[src/rtl/pwm_pkg.sv]
package pwm_pkg;
  typedef enum logic [1:0] {
    MOD_DUAL      = 2'd0,
    MOD_LEAD      = 2'd1,
    MOD_TRAIL     = 2'd2,
    MOD_TRAIL_ALT = 2'd3
  } mod_e;
endpackage

[src/rtl/pwm_shadow.sv]
module pwm_shadow #(
  parameter int DUTY_W = 8
) (
  input  logic              clk_i,
  input  logic              rst_ni,
  input  logic              load_i,
  input  logic [DUTY_W:0]   duty_i,
  input  logic [1:0]        mode_i,
  input  logic              invert_i,
  output logic [DUTY_W:0]   duty_o,
  output pwm_pkg::mod_e     mode_o,
  output logic              invert_o
);
  always_ff @(posedge clk_i or negedge rst_ni) begin
    if (!rst_ni) begin
      duty_o   <= '0;
      mode_o   <= pwm_pkg::MOD_DUAL;
      invert_o <= 1'b0;
    end else if (load_i) begin
      duty_o   <= duty_i;
      mode_o   <= pwm_pkg::mod_e'(mode_i);
      invert_o <= invert_i;
    end
  end

  // settings move only at a wrap
  p_hold_mid_r6: assert property (@(posedge clk_i) disable iff (!rst_ni)
    !$past(load_i) |-> ($stable(duty_o) && $stable(mode_o) && $stable(invert_o)));
endmodule

[src/rtl/pwm_edge_calc.sv]
module pwm_edge_calc #(
  parameter int CNT_W  = 8,
  parameter int DUTY_W = 8
) (
  input  logic [DUTY_W:0]  duty_i,
  input  pwm_pkg::mod_e    mode_i,
  input  logic [CNT_W-1:0] cnt_max_i,
  output logic [CNT_W:0]   t1_o,
  output logic [CNT_W:0]   t2_o
);
  localparam int          PROD_W = CNT_W + DUTY_W + 1;
  localparam logic [DUTY_W:0] FULL = (DUTY_W+1)'(1) << DUTY_W;

  logic [DUTY_W:0] duty_sat;
  logic [PROD_W-1:0] prod;
  logic [CNT_W:0]  width, max_x;

  always_comb begin
    duty_sat = (duty_i > FULL) ? FULL : duty_i;
    prod     = PROD_W'(duty_sat) * PROD_W'(cnt_max_i);
    width    = (CNT_W+1)'(prod >> DUTY_W);
    max_x    = {1'b0, cnt_max_i};
    unique case (mode_i)
      pwm_pkg::MOD_LEAD: begin
        t1_o = max_x - width;
        t2_o = max_x;
      end
      pwm_pkg::MOD_DUAL: begin
        t1_o = (max_x - width) >> 1;
        t2_o = (max_x + width) >> 1;
      end
      default: begin
        t1_o = '0;
        t2_o = width;
      end
    endcase
  end
endmodule

[src/rtl/pwm_out_stage.sv]
module pwm_out_stage #(
  parameter int CNT_W = 8
) (
  input  logic             clk_i,
  input  logic             rst_ni,
  input  logic [CNT_W-1:0] cnt_i,
  input  logic [CNT_W:0]   t1_i,
  input  logic [CNT_W:0]   t2_i,
  input  logic             invert_i,
  output logic             pwm_o,
  output logic             le_o,
  output logic             te_o
);
  logic in_win, pwm_d;

  always_comb begin
    in_win = ({1'b0, cnt_i} >= t1_i) && ({1'b0, cnt_i} < t2_i);
    pwm_d  = in_win ^ invert_i;
  end

  always_ff @(posedge clk_i or negedge rst_ni) begin
    if (!rst_ni) begin
      pwm_o <= 1'b0;
      le_o  <= 1'b0;
      te_o  <= 1'b0;
    end else begin
      pwm_o <= pwm_d;
      le_o  <= pwm_d & ~pwm_o;
      te_o  <= ~pwm_d & pwm_o;
    end
  end

  p_strobe_excl_r8: assert property (@(posedge clk_i) disable iff (!rst_ni)
    !(le_o && te_o));
  p_le_rise_r8: assert property (@(posedge clk_i) disable iff (!rst_ni)
    le_o |-> (pwm_o && !$past(pwm_o)));
  p_te_fall_r8: assert property (@(posedge clk_i) disable iff (!rst_ni)
    te_o |-> (!pwm_o && $past(pwm_o)));
endmodule

[src/rtl/pwm_edge_gen.sv]
module pwm_edge_gen #(
  parameter int CNT_W  = 8,
  parameter int DUTY_W = 8
) (
  input  logic              clk_i,
  input  logic              rst_ni,
  input  logic [DUTY_W:0]   duty_i,
  input  logic [1:0]        mode_i,
  input  logic              invert_i,
  input  logic [CNT_W-1:0]  cnt_i,
  input  logic [CNT_W-1:0]  cnt_max_i,
  output logic              pwm_o,
  output logic              le_o,
  output logic              te_o
);
  logic            wrap;
  logic [DUTY_W:0] act_duty;
  pwm_pkg::mod_e   act_mode;
  logic            act_inv;
  logic [CNT_W:0]  t1, t2;

  assign wrap = (cnt_i == cnt_max_i - CNT_W'(1));

  pwm_shadow #(.DUTY_W(DUTY_W)) u_shadow (
    .clk_i    (clk_i),
    .rst_ni   (rst_ni),
    .load_i   (wrap),
    .duty_i   (duty_i),
    .mode_i   (mode_i),
    .invert_i (invert_i),
    .duty_o   (act_duty),
    .mode_o   (act_mode),
    .invert_o (act_inv)
  );

  pwm_edge_calc #(.CNT_W(CNT_W), .DUTY_W(DUTY_W)) u_calc (
    .duty_i    (act_duty),
    .mode_i    (act_mode),
    .cnt_max_i (cnt_max_i),
    .t1_o      (t1),
    .t2_o      (t2)
  );

  pwm_out_stage #(.CNT_W(CNT_W)) u_out (
    .clk_i    (clk_i),
    .rst_ni   (rst_ni),
    .cnt_i    (cnt_i),
    .t1_i     (t1),
    .t2_i     (t2),
    .invert_i (act_inv),
    .pwm_o    (pwm_o),
    .le_o     (le_o),
    .te_o     (te_o)
  );

  // edges ordered and inside the period
  p_edges_order_r4: assert property (@(posedge clk_i) disable iff (!rst_ni)
    (t1 <= t2) && (t2 <= {1'b0, cnt_max_i}));
  // empty window gives steady level on the next cycle
  p_zero_steady_r7: assert property (@(posedge clk_i) disable iff (!rst_ni)
    (t1 == t2) |=> (pwm_o == $past(act_inv)));
endmodule

[config.mk]
export PLATFORM = sky130hd
export DESIGN_NAME = pwm_edge_gen
export DESIGN_NICKNAME = d
export VERILOG_FILES = /design/src/rtl/pwm_pkg.sv /design/src/rtl/pwm_shadow.sv /design/src/rtl/pwm_edge_calc.sv /design/src/rtl/pwm_out_stage.sv /design/src/rtl/pwm_edge_gen.sv
export SDC_FILE = /design/constraint.sdc
export NUM_CORES = 1
export LEC_CHECK = 0
export ABC_AREA = 0
export BUFFER_PORTS_ARGS = -buffer_cell sky130_fd_sc_hd__buf_2
export CAP_MARGIN = 10
export CORE_ASPECT_RATIO = 1.2
export CORE_MARGIN = 1.5
export CORE_UTILIZATION = 55
export CTS_BUF_LIST = sky130_fd_sc_hd__clkbuf_4 sky130_fd_sc_hd__clkbuf_8
export CTS_CLUSTER_SIZE = 28
export DETAILED_ROUTE_END_ITERATION = 8
export GPL_TIMING_DRIVEN = 1
export HOLD_SLACK_MARGIN = 0.12
export PLACE_DENSITY = 0.73
export SETUP_SLACK_MARGIN = 0.02
export SLEW_MARGIN = 0
export SYNTH_ARGS = -nofsm -noshare
export SYNTH_HDL_FRONTEND = slang
export SYNTH_SLANG_ARGS = --single-unit
[constraint.sdc]
create_clock -name clk_i -period 20.6 [get_ports clk_i]
set_input_delay 2.06 -clock clk_i [delete_from_list [all_inputs] [get_ports clk_i]]
set_output_delay 2.06 -clock clk_i [all_outputs]
set_load 0.1 [all_outputs]
Yosys cells after proc, flatten, opt, wreduce, memory -nomap -nowiden
Cells that the tools add are included.
Word-level totals
  register bits after elaboration: 15
  output and inout bits: 3
Operators by class
  add/subtract/negate cells: 3
  $mul: 1
  order comparisons: 3
  eq/ne operators: 2
  muxes and demuxes: 3
  bitwise logic cells: 5
  reductions and logical operators: 2
Operators by type and width (number)
  $pmux W9 S2: 2
  $mul A9 B8 Y17: 1
  $add A8 B9 Y9: 1
  $ge A8 B9 Y1: 1
  $gt A9 B9 Y1 const B: 1
  $lt A8 B9 Y1: 1
  $mux W9: 1
  $sub A8 B9 Y9: 1
  $eq A8 B8 Y1: 1
  $sub A8 B1 Y8 const B: 1
  $and A1 B1 Y1: 2
  $eq A2 B1 Y1 const B: 1
  $logic_not A2 Y1: 1
  $not A1 Y1: 2
  $logic_and A1 B1 Y1: 1
  $xor A1 B1 Y1: 1

Logic depth before layout (Yosys ltp)
  depth after elaboration: 10
  mapped depth: 35
  depth with buffers taken out: 34

Hierarchy
A second synthesis with hierarchy kept.
Second synthesis, totals
  cell total of the unflattened synthesis: 523
  area total of the unflattened synthesis: 4545.6 sq um
Modules (own cells, without submodules)
  pwm_edge_calc: times used 1, cells each 404, area an instance 3298.2 sq um
  pwm_out_stage: times used 1, cells each 60, area an instance 514.2 sq um
  pwm_shadow: times used 1, cells each 25, area an instance 484.2 sq um
  pwm_edge_gen: times used 1, cells each 34, area an instance 249.0 sq um

Worst setup path before layout
OpenSTA, ideal clock, no wires.
  path kind: input to register
  start: input cnt_max_i[7]
  end: register u_out.te_o
  library setup time: 0.122 ns
  arrival time: 9.091 ns
  required time: 20.478 ns
  path slack: 11.387 ns
  stages on the path: 32
  path buffers: 1
  cell sequence: clkbuf_1 > nand2_1 > fa_1 > fa_1 > inv_1 > fa_1 > inv_1 > fa_1 > inv_1 > ha_1 > o21ai_0 > nor2_1 > or3_2 > a21oi_1 > xor2_1 > inv_1 > ha_1 > a21o_1 > a21oi_1 > o21bai_1 > a21oi_1 > o21ai_0 > xnor2_1 > o211ai_1 > o21ai_0 > ha_1 > a21o_1 > a21oi_1 > nor4bb_1 > a211oi_1 > or4_4 > and3_1
On the way
  word-level cells in the longest chain between the ends: 8
  elaborated cells between the ends (all ways): 11
  classes of those cells: add/sub (2); mul (1); order compare (2); mux (2); bitwise (3); reduce/logical (1)
RTL lines
  from (decl): line pwm_edge_gen.sv:11  | input logic [CNT_W-1:0] cnt_max_i,
  $mul A9 B8 Y17: line pwm_edge_calc.sv:20  | prod = PROD_W'(duty_sat) * PROD_W'(cnt_max_i);
  $sub A8 B9 Y9 or $add A8 B9 Y9 (tied branches): line pwm_edge_calc.sv:25, pwm_edge_calc.sv:29, pwm_edge_calc.sv:30
  $pmux W9 S2: line pwm_edge_calc.sv:23  | unique case (mode_i)
  $ge A8 B9 Y1 or $lt A8 B9 Y1 (tied branches): line pwm_out_stage.sv:17  | in_win = ({1'b0, cnt_i} >= t1_i) && ({1'b0, cnt_i} < t2_i);
  $logic_and A1 B1 Y1 (*): line pwm_out_stage.sv:17
  $xor A1 B1 Y1 (*): line pwm_out_stage.sv:18  | pwm_d = in_win ^ invert_i;
  $not A1 Y1 (*): line pwm_out_stage.sv:29  | te_o <= ~pwm_d & pwm_o;
  $and A1 B1 Y1 (*): line pwm_out_stage.sv:29
  to (signal assigned): line pwm_out_stage.sv:29
  to (decl): line pwm_out_stage.sv:12  | output logic te_o
Mark *: on every way between the ends. The rest lies on a longest branch, timed or not.
A chain may end at the register's enable or synchronous reset.

Worst setup path after layout
  start: input cnt_max_i[6]
  end: register u_out.te_o
The elaborated chain is that of the path after synthesis.

==> run_results.csv <==
group,metric,value,unit
layout,fillCellCount,671,
die,io_pins,33,
power_and_ir_drop,share_comb_of_total_power,0.845,
worst_setup_path,cp_data_arrival_time,9610,ps
detailed_routing,vias_per_cell,5.61,
flow_run,max_cap_violations,0,
sta,normalized_max_slew_margin,0.604,
clock_network,worstSkewPairLatency,240,ps
yosys,postSynthRegisterBits,15,
place,detailedPlacementHpwl,7690,µm
detailed_routing,detail-route-antenna-nets,0,
yosys,yosysWarnings,0,
sta,max_freq,105,MHz
sta,rsz_0062_raised_after_global_routing,"false",
power_and_ir_drop,sequentialPowerShare,0.102,
worst_setup_path,crit_path_top_delay_cell,"fa_1",
yosys,dominant_cell_type_by_area_after_synthesis,"fa_1",
detailed_routing,wirelength,9190,µm
worst_setup_path,timing.critical_path.to_type,"flop",
clock_network,cts_inserted_buffers,3,
die,floorplan.initialDensity,0.572,
yosys,netlist_area,4160,µm²
yosys,synth-async-reset-ratio,1.00,
sta,tightestPinTransition,587,ps
clock_network,cts_max_path_buffers,2,
worst_setup_path,setup.worst_path.start_class,"input pin",
worst_setup_path,critical_path.reg2reg.startpoint,"u_shadow.duty_o[8]",
detailed_routing,route.vias.total,3346,
worst_setup_path,largest_stage_delay_on_the_critical_path,550,ps
yosys,mappedNetlistNets,625,
power_and_ir_drop,power_density,100,nW/µm²
worst_setup_path,regToRegSetupSlack,12060,ps
sta,period_needed,9480,ps
worst_setup_path,timing_worst_setup_path_type,"in2reg",
clock_network,cts_setup_buffers,0,
layout,fraction_of_final_layout_cells_with_drive_strength_greater_than_1,0.105,
sta,report.final.slew_viol_count,0,
global_routing,first_global_vias,3559,
global_routing,track_usage,0.250,
power_and_ir_drop,vdd_ir_drop_max,0.0667,mV
worst_setup_path,timing.reg2reg.worst_path_depth,32,
worst_setup_path,rr_endpoint,"u_out.te_o",
detailed_routing,drc,0,
detailed_routing,detail_route.wl_per_cell,15.4,µm
clock_network,cts_hold_buffers,0,
yosys,syn_avg_cell_area,8.59,µm²
global_routing,antenna_found_initial,0,
detailed_routing,dr.pass1.iters,4,
clock_network,clk_transition_reported_paths,60,ps
yosys,post_synth_main_area_contributors,"fa_1 (21%), ha_1 (20%), dfrtp_1 (9.0%)",
layout,layout.nets,648,
die,die_x,82.4,µm
power_and_ir_drop,cellLeakagePower,2.38,nW
detailed_routing,drt-initial-drc-count,113,
sta,finalSetupViolations,0,
power_and_ir_drop,internal-power,0.000202,W
global_routing,grt_start_max_net_pins,27,
clock_network,cts.htree.levels,1,
place,portBuffers,32,
power_and_ir_drop,power.switching_fraction,0.545,
worst_setup_path,crit_start,"cnt_max_i[6]",
worst_setup_path,top_fanout_value_on_the_critical_path,15,
power_and_ir_drop,clkPwrFrac,0.053,
clock_network,cts_tree,"built",
worst_setup_path,critical_path_required,20730,ps
layout,area_growth,6.59,%
global_routing,grt_first_pass_wirelength,15800,µm
clock_network,cts.repair.resized,0,
sta,post-route-period-util,0.460,
die,die-area,8090,µm²
clock_network,clock_sinks,15,
sta,final_hold_viol_count,0,
layout,final_design_area_no_fill,4430,µm²
power_and_ir_drop,switchingPower,0.000242,W
sta,final.setup.worst_slack,11120,ps
yosys,yosys-top-cells-count,"ha_1 (68), inv_1 (68), and2_1 (53)",
yosys,synth_top_flop_cell,"dfrtp_1",
yosys,post-synth-top-area-fraction,0.207,
die,rows,34,
place,place_area,4390,µm²
yosys,yosysSeqAreaShare,0.0903,
layout,num_antenna_cells,0,
outcome,result_of_the_run,"completed",
die,die-height,98.3,µm
yosys,synth.lib_cells_used.distinct,46,
sta,worst_setup_skew_after_layout,1.04,ps
place,routability_driven_placement_congestion_ratio,0.897,
place,place_worst_setup_slack,10870,ps
die,core_region_area,7270,µm²
yosys,syn_inst,484,
global_routing,globalRouteOverflowTotal,0,
clock_network,clock-root-buffer,"clkbuf_8",
sta,final.setup.tns,0,ps
min_path,min-delay-path-class,"reg2reg",
yosys,number_of_enable_flip_flop_cells_after_synthesis,0,
worst_setup_path,worstSetupEndpoint,"u_out.te_o",
==> critical path, delay by kind of cell <==
kind / cells / cell delay [ps]
adders and majority gates: 7 / 3050
xor gates and xnor gates: 2 / 570
AOI/OAI and AO/OA: 12 / 1870
and+or+nand+nor: 6 / 1570
buffers and inverters: 5 / 490
==> logic make-up after synthesis <==
family	count (synthesis)	synth area share
fa+ha+maj	111	0.412
xor+xnor	36	0.0803
compound gates	75	0.120
mux	11	0.0295
flops	15	0.0903
buf+inv	85	0.0767
simple gates	151	0.192
==> cell usage in the layout, fill, tap and decap left out, drive strengths merged, types with 6 or more instances in the layout <==
cell type	instances
inv	68
ha	68
and2	53
fa	43
nand2	42
buf	34
xnor2	22
nor2	19
a21oi	19
o21ai	16
dfrtp	15
xor2	14
a21o	12
mux2	10
nor2b	9
o211ai	7
o21bai	6
nand3	6
==> power by group through the flow <==
stage                     combinational [W]  sequential [W]  clock [W]
final                              0.000376       0.0000454  0.0000234
after floorplan                    0.000279       0.0000600          0
after global routing               0.000428       0.0000467  0.0000257
after detailed placement           0.000376       0.0000459          0
after global placement             0.000366       0.0000457          0
after CTS                          0.000378       0.0000453  0.0000239
==> stage by stage <==
stage                     hold slack, ps  total power, W  std cells  utilization
after global placement               441        0.000412        592        0.603
after floorplan                      473        0.000339        484            -
final                                451        0.000444        596        0.609
after global routing                 490        0.000500        596        0.609
after detailed placement             444        0.000422        592        0.603
after CTS                            453        0.000447        596        0.609
==> worst min path at each step <==
stage / start / endpoint / slack (ps) / cells past startpoint
2_1_floorplan: u_shadow.duty_o[4] / u_shadow.duty_o[4] / 470 / 1
3_3_place_gp: u_out.pwm_o / u_out.le_o / 440 / 1
3_5_place_dp: u_out.pwm_o / u_out.le_o / 440 / 1
4_1_cts: u_out.pwm_o / u_out.le_o / 450 / 1
5_1_grt: u_out.pwm_o / u_out.le_o / 490 / 1
6_report: u_out.pwm_o / u_out.le_o / 450 / 1
==> layer usage <==
| metal | wire length (µm) | GRT usage |
|---|---|---|
| met3 | 264 | 0.0290 |
| met2 | 4810 | 0.439 |
| met1 | 3780 | 0.306 |
| met5 | 0 | 0 |
| met4 | 336 | 0.0874 |
==> flip-flops by register name, summed over array words and instances (netlist names) <==
| register | cells |
|---|---|
| u_shadow.duty_o | 9 |
| u_shadow.mode_o | 2 |
| u_out.le_o | 1 |
| u_out.pwm_o | 1 |
| u_out.te_o | 1 |
| u_shadow.invert_o | 1 |
==> layout make-up <==
cell class	count	area (µm²)	area share
inverter	69	259	0.0584
clock inverter	1	5.00	0.00113
sequential	15	375	0.0847
clock buffer	3	41.3	0.00931
timing repair buffer	34	175	0.0395
tap	90	113	0.0254
multi-input combinational	384	3460	0.782
No activity file was read; power rests on OpenSTA's default activity.
